$ cat src/rtl/sdcmd_pkg.sv
package sdcmd_pkg;
  typedef enum logic [2:0] {
    CMD_NOP = 3'd0,
    CMD_ACT = 3'd1,
    CMD_RD  = 3'd2,
    CMD_WR  = 3'd3,
    CMD_PRE = 3'd4,
    CMD_REF = 3'd5,
    CMD_MRS = 3'd6
  } cmd_e;

  typedef enum logic [1:0] {
    CK_RUN  = 2'd0,
    CK_SUSP = 2'd1,
    CK_PDN  = 2'd2
  } ckmode_e;
endpackage

$ cat src/rtl/sdcmd_decode.sv
module sdcmd_decode
  import sdcmd_pkg::*;
(
  input  logic accept,
  input  logic cs_n,
  input  logic ras_n,
  input  logic cas_n,
  input  logic we_n,
  output cmd_e cmd
);
  always_comb begin
    cmd = CMD_NOP;
    if (accept && !cs_n) begin
      unique case ({ras_n, cas_n, we_n})
        3'b011:  cmd = CMD_ACT;
        3'b101:  cmd = CMD_RD;
        3'b100:  cmd = CMD_WR;
        3'b010:  cmd = CMD_PRE;
        3'b001:  cmd = CMD_REF;
        3'b000:  cmd = CMD_MRS;
        default: cmd = CMD_NOP;
      endcase
    end
  end
endmodule

$ cat src/rtl/sdcmd_bank_track.sv
module sdcmd_bank_track
  import sdcmd_pkg::*;
#(
  parameter int NUM_BANKS = 2,
  parameter int BA_W      = 1,
  parameter int ROW_W     = 11
) (
  input  logic                       clk,
  input  logic                       rst_n,
  input  cmd_e                       cmd,
  input  logic [BA_W-1:0]            ba,
  input  logic [ROW_W-1:0]           row_in,
  input  logic                       all_sel,
  output logic [NUM_BANKS-1:0]       act_q,
  output logic [NUM_BANKS-1:0]       act_nxt,
  output logic [NUM_BANKS*ROW_W-1:0] rows_q
);
  for (genvar g = 0; g < NUM_BANKS; g++) begin : g_bank
    logic             hit;
    logic [ROW_W-1:0] row_r;
    logic [ROW_W-1:0] row_n;

    assign hit = (ba == BA_W'(g));

    always_comb begin
      act_nxt[g] = act_q[g];
      row_n      = row_r;
      if (cmd == CMD_ACT && hit) begin
        act_nxt[g] = 1'b1;
        row_n      = row_in;
      end
      if (cmd == CMD_PRE && (all_sel || hit)) begin
        act_nxt[g] = 1'b0;
      end
    end

    always_ff @(posedge clk or negedge rst_n) begin
      if (!rst_n) begin
        act_q[g] <= 1'b0;
        row_r    <= '0;
      end else begin
        act_q[g] <= act_nxt[g];
        row_r    <= row_n;
      end
    end

    assign rows_q[g*ROW_W +: ROW_W] = row_r;
  end
endmodule

$ cat src/rtl/sdcmd_cke_ctl.sv
module sdcmd_cke_ctl
  import sdcmd_pkg::*;
(
  input  logic clk,
  input  logic rst_n,
  input  logic cke,
  input  logic idle_after,
  output logic accept,
  output logic suspend,
  output logic power_down
);
  ckmode_e mode_q;
  ckmode_e mode_n;

  always_comb begin
    mode_n = mode_q;
    if (cke) begin
      mode_n = CK_RUN;
    end else if (mode_q == CK_RUN) begin
      mode_n = idle_after ? CK_PDN : CK_SUSP;
    end
  end

  always_ff @(posedge clk or negedge rst_n) begin
    if (!rst_n) mode_q <= CK_RUN;
    else        mode_q <= mode_n;
  end

  assign accept     = (mode_q == CK_RUN);
  assign suspend    = (mode_q == CK_SUSP);
  assign power_down = (mode_q == CK_PDN);
endmodule

$ cat src/rtl/sdcmd_front.sv
module sdcmd_front
  import sdcmd_pkg::*;
#(
  parameter int NUM_BANKS = 2,
  parameter int ROW_W     = 11,
  parameter int COL_W     = 8,
  parameter int RST_SYNC  = 2
) (
  input  logic                 clk,
  input  logic                 rst_n,
  input  logic                 cs_n,
  input  logic                 ras_n,
  input  logic                 cas_n,
  input  logic                 we_n,
  input  logic                 cke,
  input  logic                 ba,
  input  logic [ROW_W-1:0]     addr,
  output logic [2:0]           cmd_code,
  output logic                 cmd_bank,
  output logic [ROW_W-1:0]     row_out,
  output logic [COL_W-1:0]     col_out,
  output logic [NUM_BANKS-1:0] bank_active,
  output logic                 suspend,
  output logic                 power_down,
  output logic                 illegal
);
  localparam int BA_W   = (NUM_BANKS > 1) ? $clog2(NUM_BANKS) : 1;
  localparam int AP_BIT = ROW_W - 1;

  // reset: asserted at once, released after RST_SYNC clocks
  logic [RST_SYNC-1:0] rst_pipe;
  logic                rst_core_n;

  always_ff @(posedge clk or negedge rst_n) begin
    if (!rst_n) rst_pipe <= '0;
    else        rst_pipe <= {rst_pipe[RST_SYNC-2:0], 1'b1};
  end
  assign rst_core_n = rst_pipe[RST_SYNC-1];

  logic                       accept;
  cmd_e                       cmd_raw;
  cmd_e                       cmd_eff;
  logic [NUM_BANKS-1:0]       act_q;
  logic [NUM_BANKS-1:0]       act_nxt;
  logic [NUM_BANKS*ROW_W-1:0] rows_q;
  logic [BA_W-1:0]            ba_sel;
  logic                       bad_access;

  assign ba_sel = BA_W'(ba);

  sdcmd_decode u_dec (
    .accept (accept),
    .cs_n   (cs_n),
    .ras_n  (ras_n),
    .cas_n  (cas_n),
    .we_n   (we_n),
    .cmd    (cmd_raw)
  );

  // column commands only reach an open bank
  always_comb begin
    bad_access = (cmd_raw == CMD_RD || cmd_raw == CMD_WR) && !act_q[ba_sel];
    cmd_eff    = bad_access ? CMD_NOP : cmd_raw;
  end

  sdcmd_bank_track #(
    .NUM_BANKS (NUM_BANKS),
    .BA_W      (BA_W),
    .ROW_W     (ROW_W)
  ) u_banks (
    .clk     (clk),
    .rst_n   (rst_core_n),
    .cmd     (cmd_eff),
    .ba      (ba_sel),
    .row_in  (addr),
    .all_sel (addr[AP_BIT]),
    .act_q   (act_q),
    .act_nxt (act_nxt),
    .rows_q  (rows_q)
  );

  sdcmd_cke_ctl u_cke (
    .clk        (clk),
    .rst_n      (rst_core_n),
    .cke        (cke),
    .idle_after (act_nxt == '0),
    .accept     (accept),
    .suspend    (suspend),
    .power_down (power_down)
  );

  // output latches: next state
  cmd_e             cmd_q;
  logic [BA_W-1:0]  bank_q, bank_n;
  logic [COL_W-1:0] col_q, col_n;
  logic             ill_q, ill_n;
  logic             bank_en, col_en;

  always_comb begin
    bank_en = (cmd_eff == CMD_ACT) || (cmd_eff == CMD_RD) || (cmd_eff == CMD_WR) ||
              (cmd_eff == CMD_PRE) || (cmd_eff == CMD_MRS);
    col_en  = (cmd_eff == CMD_RD) || (cmd_eff == CMD_WR);
    bank_n  = bank_en ? ba_sel : bank_q;
    col_n   = col_en ? addr[COL_W-1:0] : col_q;
    ill_n   = ill_q | bad_access;
  end

  // output latches: registers
  always_ff @(posedge clk or negedge rst_core_n) begin
    if (!rst_core_n) begin
      cmd_q  <= CMD_NOP;
      bank_q <= '0;
      col_q  <= '0;
      ill_q  <= 1'b0;
    end else begin
      cmd_q  <= cmd_eff;
      bank_q <= bank_n;
      col_q  <= col_n;
      ill_q  <= ill_n;
    end
  end

  assign cmd_code    = cmd_q;
  assign cmd_bank    = bank_q[0];
  assign row_out     = rows_q[bank_q*ROW_W +: ROW_W];
  assign col_out     = col_q;
  assign bank_active = act_q;
  assign illegal     = ill_q;
endmodule

$ cat config.mk
export PLATFORM = sky130hd
export DESIGN_NAME = sdcmd_front
export DESIGN_NICKNAME = d
export VERILOG_FILES = /design/src/rtl/sdcmd_pkg.sv /design/src/rtl/sdcmd_decode.sv /design/src/rtl/sdcmd_bank_track.sv /design/src/rtl/sdcmd_cke_ctl.sv /design/src/rtl/sdcmd_front.sv
export SDC_FILE = /design/constraint.sdc
export NUM_CORES = 1
export LEC_CHECK = 0
export BUFFER_PORTS_ARGS = -buffer_cell sky130_fd_sc_hd__buf_4
export CAP_MARGIN = 20
export CORE_MARGIN = 1.5
export CORE_UTILIZATION = 30
export CTS_CLUSTER_DIAMETER = 50
export DETAILED_ROUTE_END_ITERATION = 6
export GPL_ROUTABILITY_DRIVEN = 0
export PLACE_DENSITY = 0.6
export REMOVE_ABC_BUFFERS = 1
export SYNTH_ARGS = -nofsm -noshare
export SYNTH_HDL_FRONTEND = slang
export SYNTH_SLANG_ARGS = --single-unit
$ cat constraint.sdc
create_clock -name clk -period 1.75 [get_ports clk]
set_input_delay 0.0875 -clock clk [delete_from_list [all_inputs] [get_ports clk]]
set_output_delay 0.0875 -clock clk [all_outputs]
set_load 0.02 [all_outputs]
==> results.toml, run 1 <==
[global_route]
track_usage_pct = 13.4
grt_pass1_wl_um = 6440
gr-total-overflow = 0
grt_start_max_net_pins = 40
first_global_vias = 1305
antenna_found_initial = 0

[die]
die_w_um = 79.7
design.core.area_sq_mm = 0.00557
placementRows = 27
die_y_um = 79.7
start_util_pct = 31.6
dieArea_sq_mm = 0.00635
io_pins = 47

[placement]
dp_hpwl_um = 2700
port_buffers = 46

[clocking]
cts-root-buf = "clkbuf_8"
clk_pin_slew_ns = 0.08
clk_latency_ns = 0.28
htree_num_levels = 2
cts_tree = "built"
numClockSinks = 41
cts_buffer_depth = 2
cts_buffers = 5

[yosys]
ys_seq_area_share_pct = 58.2
yosysUniqueCellTypes = 28
syn_area_per_cell_sq_um = 14.6
synth_cells = 121
synth_area_sq_mm = 0.00176
synth_warnings = 0
ys_ff_latch = 41

[cells_and_area]
finalCoreUtilization_pct = 42.3
mostFrequentLayoutCell = "buf_4"
fillers = 523
fin_nets = 198
syn2layout_area_growth_pct = 33.6
mostFrequentLayoutCells = "buf_4 (52), mux2_2 (42), dfrtp_1 (40)"
diodes = 0
drive_gt1_share_pct = 61.7

[pwr]
leakage_uw = 0.00111
p_per_area_mw_per_mm2 = 1770
ir_worst_vdd_mv = 0.894
finalPower_uw = 4160

[status]
violations = "setup timing"
outcome = "finished with violations"

[route]
routed.top_layer = "met4"
vias_per_cell = 4.79
drt_iter0_markers = 39
ant_nets = 0
wirelength_um = 3880
via_count = 1208
drc_errors = 0
wl_per_cell_um = 15.4
m1WireLength_um = 1750
wl_met2_um = 1940
dr.pass1.iters = 3
wl_met3_um = 162

[flow_run]
cap_violations = 0

[sta]
final.setup_skew_ns = 0.00345
rsz0062_at_grt = "yes"
hold_viol_final = 0
period_share_pct = 102
fmax_mhz = 561
slew_violations = 0
fin_ws_ns = -0.0334
period_needed_ns = 1.78
setup_viol = 1

[critical_path]
worstSetupEndpointType = "register"
crit_fanout = 3
crit_arrival_ns = 1.96
worst-setup-path-type = "register to register"
start_kind = "register"
worstPathRequired_ns = 1.93

[hold_path]
hp-class = "input pin to register"
## synthesized netlist by cell type
library cell  instances  share of area [%]
a21oi_1               1               0.28
nor2_4                1               0.64
o22ai_1               1               0.36
nand4_1               1               0.36
mux2_2               42                 27
nand2_2               1               0.36
o21ai_0               1               0.28
or4_4                 1               0.64
nor2b_1               2               0.71
dfrtp_1              41                 58
a41o_2                1               0.64
buf_2                 2               0.57
or3_1                 1               0.36
o41a_1                1               0.64
inv_1                 2               0.43
o31a_1                1               0.50
buf_1                 1               0.21
or2b_1                1               0.43
conb_1                1               0.21
mux2i_1               1               0.57
a31o_2                2               0.99
nor2_1                7                1.5
and2b_2               2               0.99
nand4b_1              1               0.50
nor3_1                2               0.57
a211oi_1              1               0.43
nand3_1               1               0.28
o41ai_4               1                1.6
## report_power, final
group,total [uW],internal [uW],switching (uW)
sequential,1640,1360,283
clock,590,284,307
combinational,1940,1030,905
## what timing repair did
action,4_1_cts,5_1_grt
resized for setup,0,3
setup endpoints to repair,9,21
pin swaps,1,0
buffers inserted,1,0
hold endpoints to repair,2,0
hold buffers,1,0
## metrics by stage
stage                     hold slack [ns]  std cells  worst slack [ns]  instance area, sq um  setup TNS [ns]
after floorplan                    -0.208        118           -0.0426                  1750          -0.468
after global placement             -0.129        242           0.00970                  2230               0
after detailed placement           -0.129        242           -0.0296                  2230          -0.126
after CTS                         0.00635        252           -0.0407                  2340         -0.0407
after global routing              0.00849        252           -0.0958                  2360          -0.575
final                              0.0178        252           -0.0334                  2360         -0.0334
## cell type report
class / instances / area [sq um] / area share (%)
clock buffers: 8 / 80.1 / 3.40
multi-input cells: 75 / 731 / 31.0
inverters: 2 / 7.51 / 0.319
repair buffers: 54 / 420 / 17.8
well taps: 72 / 90.1 / 3.82
flip-flops and latches: 41 / 1030 / 43.6
## metal layers
metal / vias to the layer above / global-route usage, %
met5: - / 0
met3: 5 / 3.77
met2: 32 / 21.9
li1: 557 / -
met4: 0 / 4.39
met1: 614 / 16.9
## critical path, cell delays in order (launching register included)
cell     delay (ns)
dfrtp_1        0.40
or4_4          0.55
o41ai_4        0.34
nand2_2        0.10
o31a_1         0.28
## logic make-up after synthesis
logic type | after synthesis | share of synthesized area [%]
DFF | 41 | 58.2
other | 1 | 0.213
AOI/OAI and AO/OA | 10 | 5.68
buffers and inverters | 5 | 1.21
and+or+nand+nor | 21 | 7.31
muxes | 43 | 27.4
## worst paths after layout
kind	start	end	slack (ns)	depth (start not counted)
hold / removal	we_n	cmd_code[2]	0.02	2
setup / recovery	u_cke.mode_q[1]	u_cke.mode_q[0]	-0.03	4
max in group asynchronous	rst_pipe[1]	cmd_bank	1.09	1
setup reg to reg	u_cke.mode_q[1]	u_cke.mode_q[0]	-0.03	4
hold reg to reg	rst_pipe[1]	u_banks.g_bank[1].row_r[9]	0.30	1
min in group asynchronous	rst_n	rst_pipe[1]	0.11	2
## state kept, by name (all words and copies together) (netlist names)
signal / cells
illegal: 1
cmd_code: 3
col_out: 8
u_cke.mode_q: 2
rst_pipe: 2
u_banks.g_bank.row_r: 22
cmd_bank: 1
u_banks.act_q: 2
Note: power is estimated with default switching activity, not from simulation.
==> run 2, diff against run 1 <==
--- a/config.mk
+++ b/config.mk
@@ -13,7 +13,6 @@
 export DETAILED_ROUTE_END_ITERATION = 6
 export GPL_ROUTABILITY_DRIVEN = 0
 export PLACE_DENSITY = 0.6
-export REMOVE_ABC_BUFFERS = 1
 export SYNTH_ARGS = -nofsm -noshare
 export SYNTH_HDL_FRONTEND = slang
 export SYNTH_SLANG_ARGS = --single-unit
==> run 2 against run 1 <==
  * The flow now finishes without violations
  * Count of clock-buffer cells in the layout shrank 2
  * Clock skew up 0.0053 ns
  * Worst hold slack about the same
  * Via count grew 2.2%
  * Final area is 4.2% higher
  * Core utilization is 1.8 points higher
  * Total power is 6.5% higher
  * Die area unchanged
  * Flip-flop and latch count unchanged
  * Global-route usage up 0.31 points
  * Routed wire length rose by 0.54%
  * Critical endpoint unchanged
  * Largest power group unchanged
==> results.toml, run 2 (synthesis results as in run 1) <==
[status]
outcome = "completed"

[clocking]
cts_buffers = 5
cts_tree = "built"
cts-root-buf = "clkbuf_8"
htree_num_levels = 2
numClockSinks = 41
clk_pin_slew_ns = 0.08
clk_latency_ns = 0.29
cts_buffer_depth = 2

[cells_and_area]
mostFrequentLayoutCell = "buf_4"
regMostFlops = "u_banks.g_bank.row_r"
largest_reg_flops = 22
final_area_sq_mm = 0.00245
fin_nets = 205
drive_gt1_share_pct = 63.1
fillers = 530
layout.cells.non_filler = 259
syn2layout_area_growth_pct = 39.2
mostFrequentLayoutCells = "buf_4 (57), mux2_2 (41), dfrtp_1 (41)"
diodes = 0

[sta]
tightestPinTransition_ns = 0.566
fmax_mhz = 586
period_needed_ns = 1.71
slew_headroom_pct = 62.3
finalSetupTns_ns = 0
hold_slack_ns = 0.0180
final.setup_skew_ns = 0.00871
rsz0062_at_grt = "yes"
hold_viol_final = 0
setup_viol = 0
period_share_pct = 97.5
slew_violations = 0

[pwr]
seqPwrFrac_pct = 36.6
swShare_pct = 34.3
netSwitchingPower_uw = 1520
p_per_area_mw_per_mm2 = 1810
ir_worst_vdd_mv = 0.978
p_int_uw = 2910
leakage_uw = 0.00117
p_comb_share_pct = 45.4
power.share.clock_pct = 17.9

[placement]
placed_cell_area_sq_mm = 0.00224
port_buffers = 46
dp.cells = 244
dp_hpwl_um = 2780

[critical_path]
worst-setup-path-type = "register to register"
crit_arrival_ns = 1.89
worstSetupEndpointType = "register"
crit_fanout = 3
worstPathRequired_ns = 1.93
start_kind = "register"

[global_route]
track_usage_pct = 13.7
gr-total-overflow = 0
first_global_vias = 1345
grt_pass1_wl_um = 6560
antenna_found_initial = 0
grt_start_max_net_pins = 40

[route]
drc_errors = 0
via_count = 1235
drt_iter0_markers = 9
wirelength_um = 3900
wl_per_cell_um = 15.1
dr.pass1.iters = 4
ant_nets = 0
vias_per_cell = 4.77

[die]
placementRows = 27
dieArea_sq_mm = 0.00635
start_util_pct = 31.6
die_w_um = 79.7
die_y_um = 79.7
design.core.area_sq_mm = 0.00557
io_pins = 47

[yosys]
synth_nets = 140

[hold_path]
hp-class = "input pin to register"

[flow_run]
cap_violations = 0
==> run 2: cell types whose count changed in the layout (fill, tap and decap cells not counted), sizes merged <==
cell         delta
buf             +5
clkbuf          -2
dlygate4sd3     +2
bufinv          +1
clkinvlp        +1
==> run 2: layout make-up <==
class	instances	area (sq um)	share of cell area [%]
flip-flops and latches	41	1030	41.8
multi-input cells	75	733	29.9
repair buffers	61	478	19.5
well taps	72	90.1	3.67
clock buffers	6	82.6	3.36
clock inverters	2	37.5	1.53
inverters	2	7.51	0.306
==> run 2: through the flow <==
stage	util, %	power [uW]	setup slack [ns]
6_report	44.0	4440	0.0432
5_1_grt	44.0	4710	-0.0331
4_1_cts	43.8	4480	-0.0140
3_5_place_dp	40.3	3590	-0.0356
3_3_place_gp	40.3	3520	0.0293
2_1_floorplan	-	2750	0.0422
==> run 2: power by group through the flow <==
stage | Combinational (uW) | Clock [uW] | Sequential [uW]
after floorplan | 1010 | 0 | 1750
after global placement | 1890 | 0 | 1630
after detailed placement | 1940 | 0 | 1650
after CTS | 2020 | 821 | 1630
after global routing | 2170 | 861 | 1690
final | 2020 | 796 | 1620
==> run 2: worst max-delay path: stages, from the launching register on <==
cell	delay [ns]
dfrtp_1	0.41
or4_4	0.52
o41ai_4	0.34
nand2_2	0.10
o31a_1	0.24
==> run 2: timing repair <==
item	4_1_cts	5_1_grt
pin swaps	5	4
buffers inserted	4	0
endpoints found under the hold margin	4	0
hold buffers	3	0
resized for setup	1	2
setup endpoints to repair	9	10
==> run 2: metal layers <==
layer  share of wire (%)  track usage (%)
met1                  42             16.8
met2                  48             22.0
met3                 8.4             4.46
met4                 1.4             5.44
met5                   0                0
==> run 2: final timing paths <==
| path | cells past startpoint | slack [ns] | end | from |
|---|---|---|---|---|
| setup / recovery | 4 | 0.04 | u_cke.mode_q[0] | u_cke.mode_q[0] |
| hold / removal | 2 | 0.02 | cmd_code[1] | cas_n |
| setup reg to reg | 4 | 0.04 | u_cke.mode_q[0] | u_cke.mode_q[0] |
| hold reg to reg | 1 | 0.29 | u_banks.g_bank[1].row_r[1] | rst_pipe[1] |
| max in group asynchronous | 1 | 1.11 | u_banks.g_bank[0].row_r[1] | rst_pipe[1] |
| min in group asynchronous | 2 | 0.10 | rst_pipe[0] | rst_n |
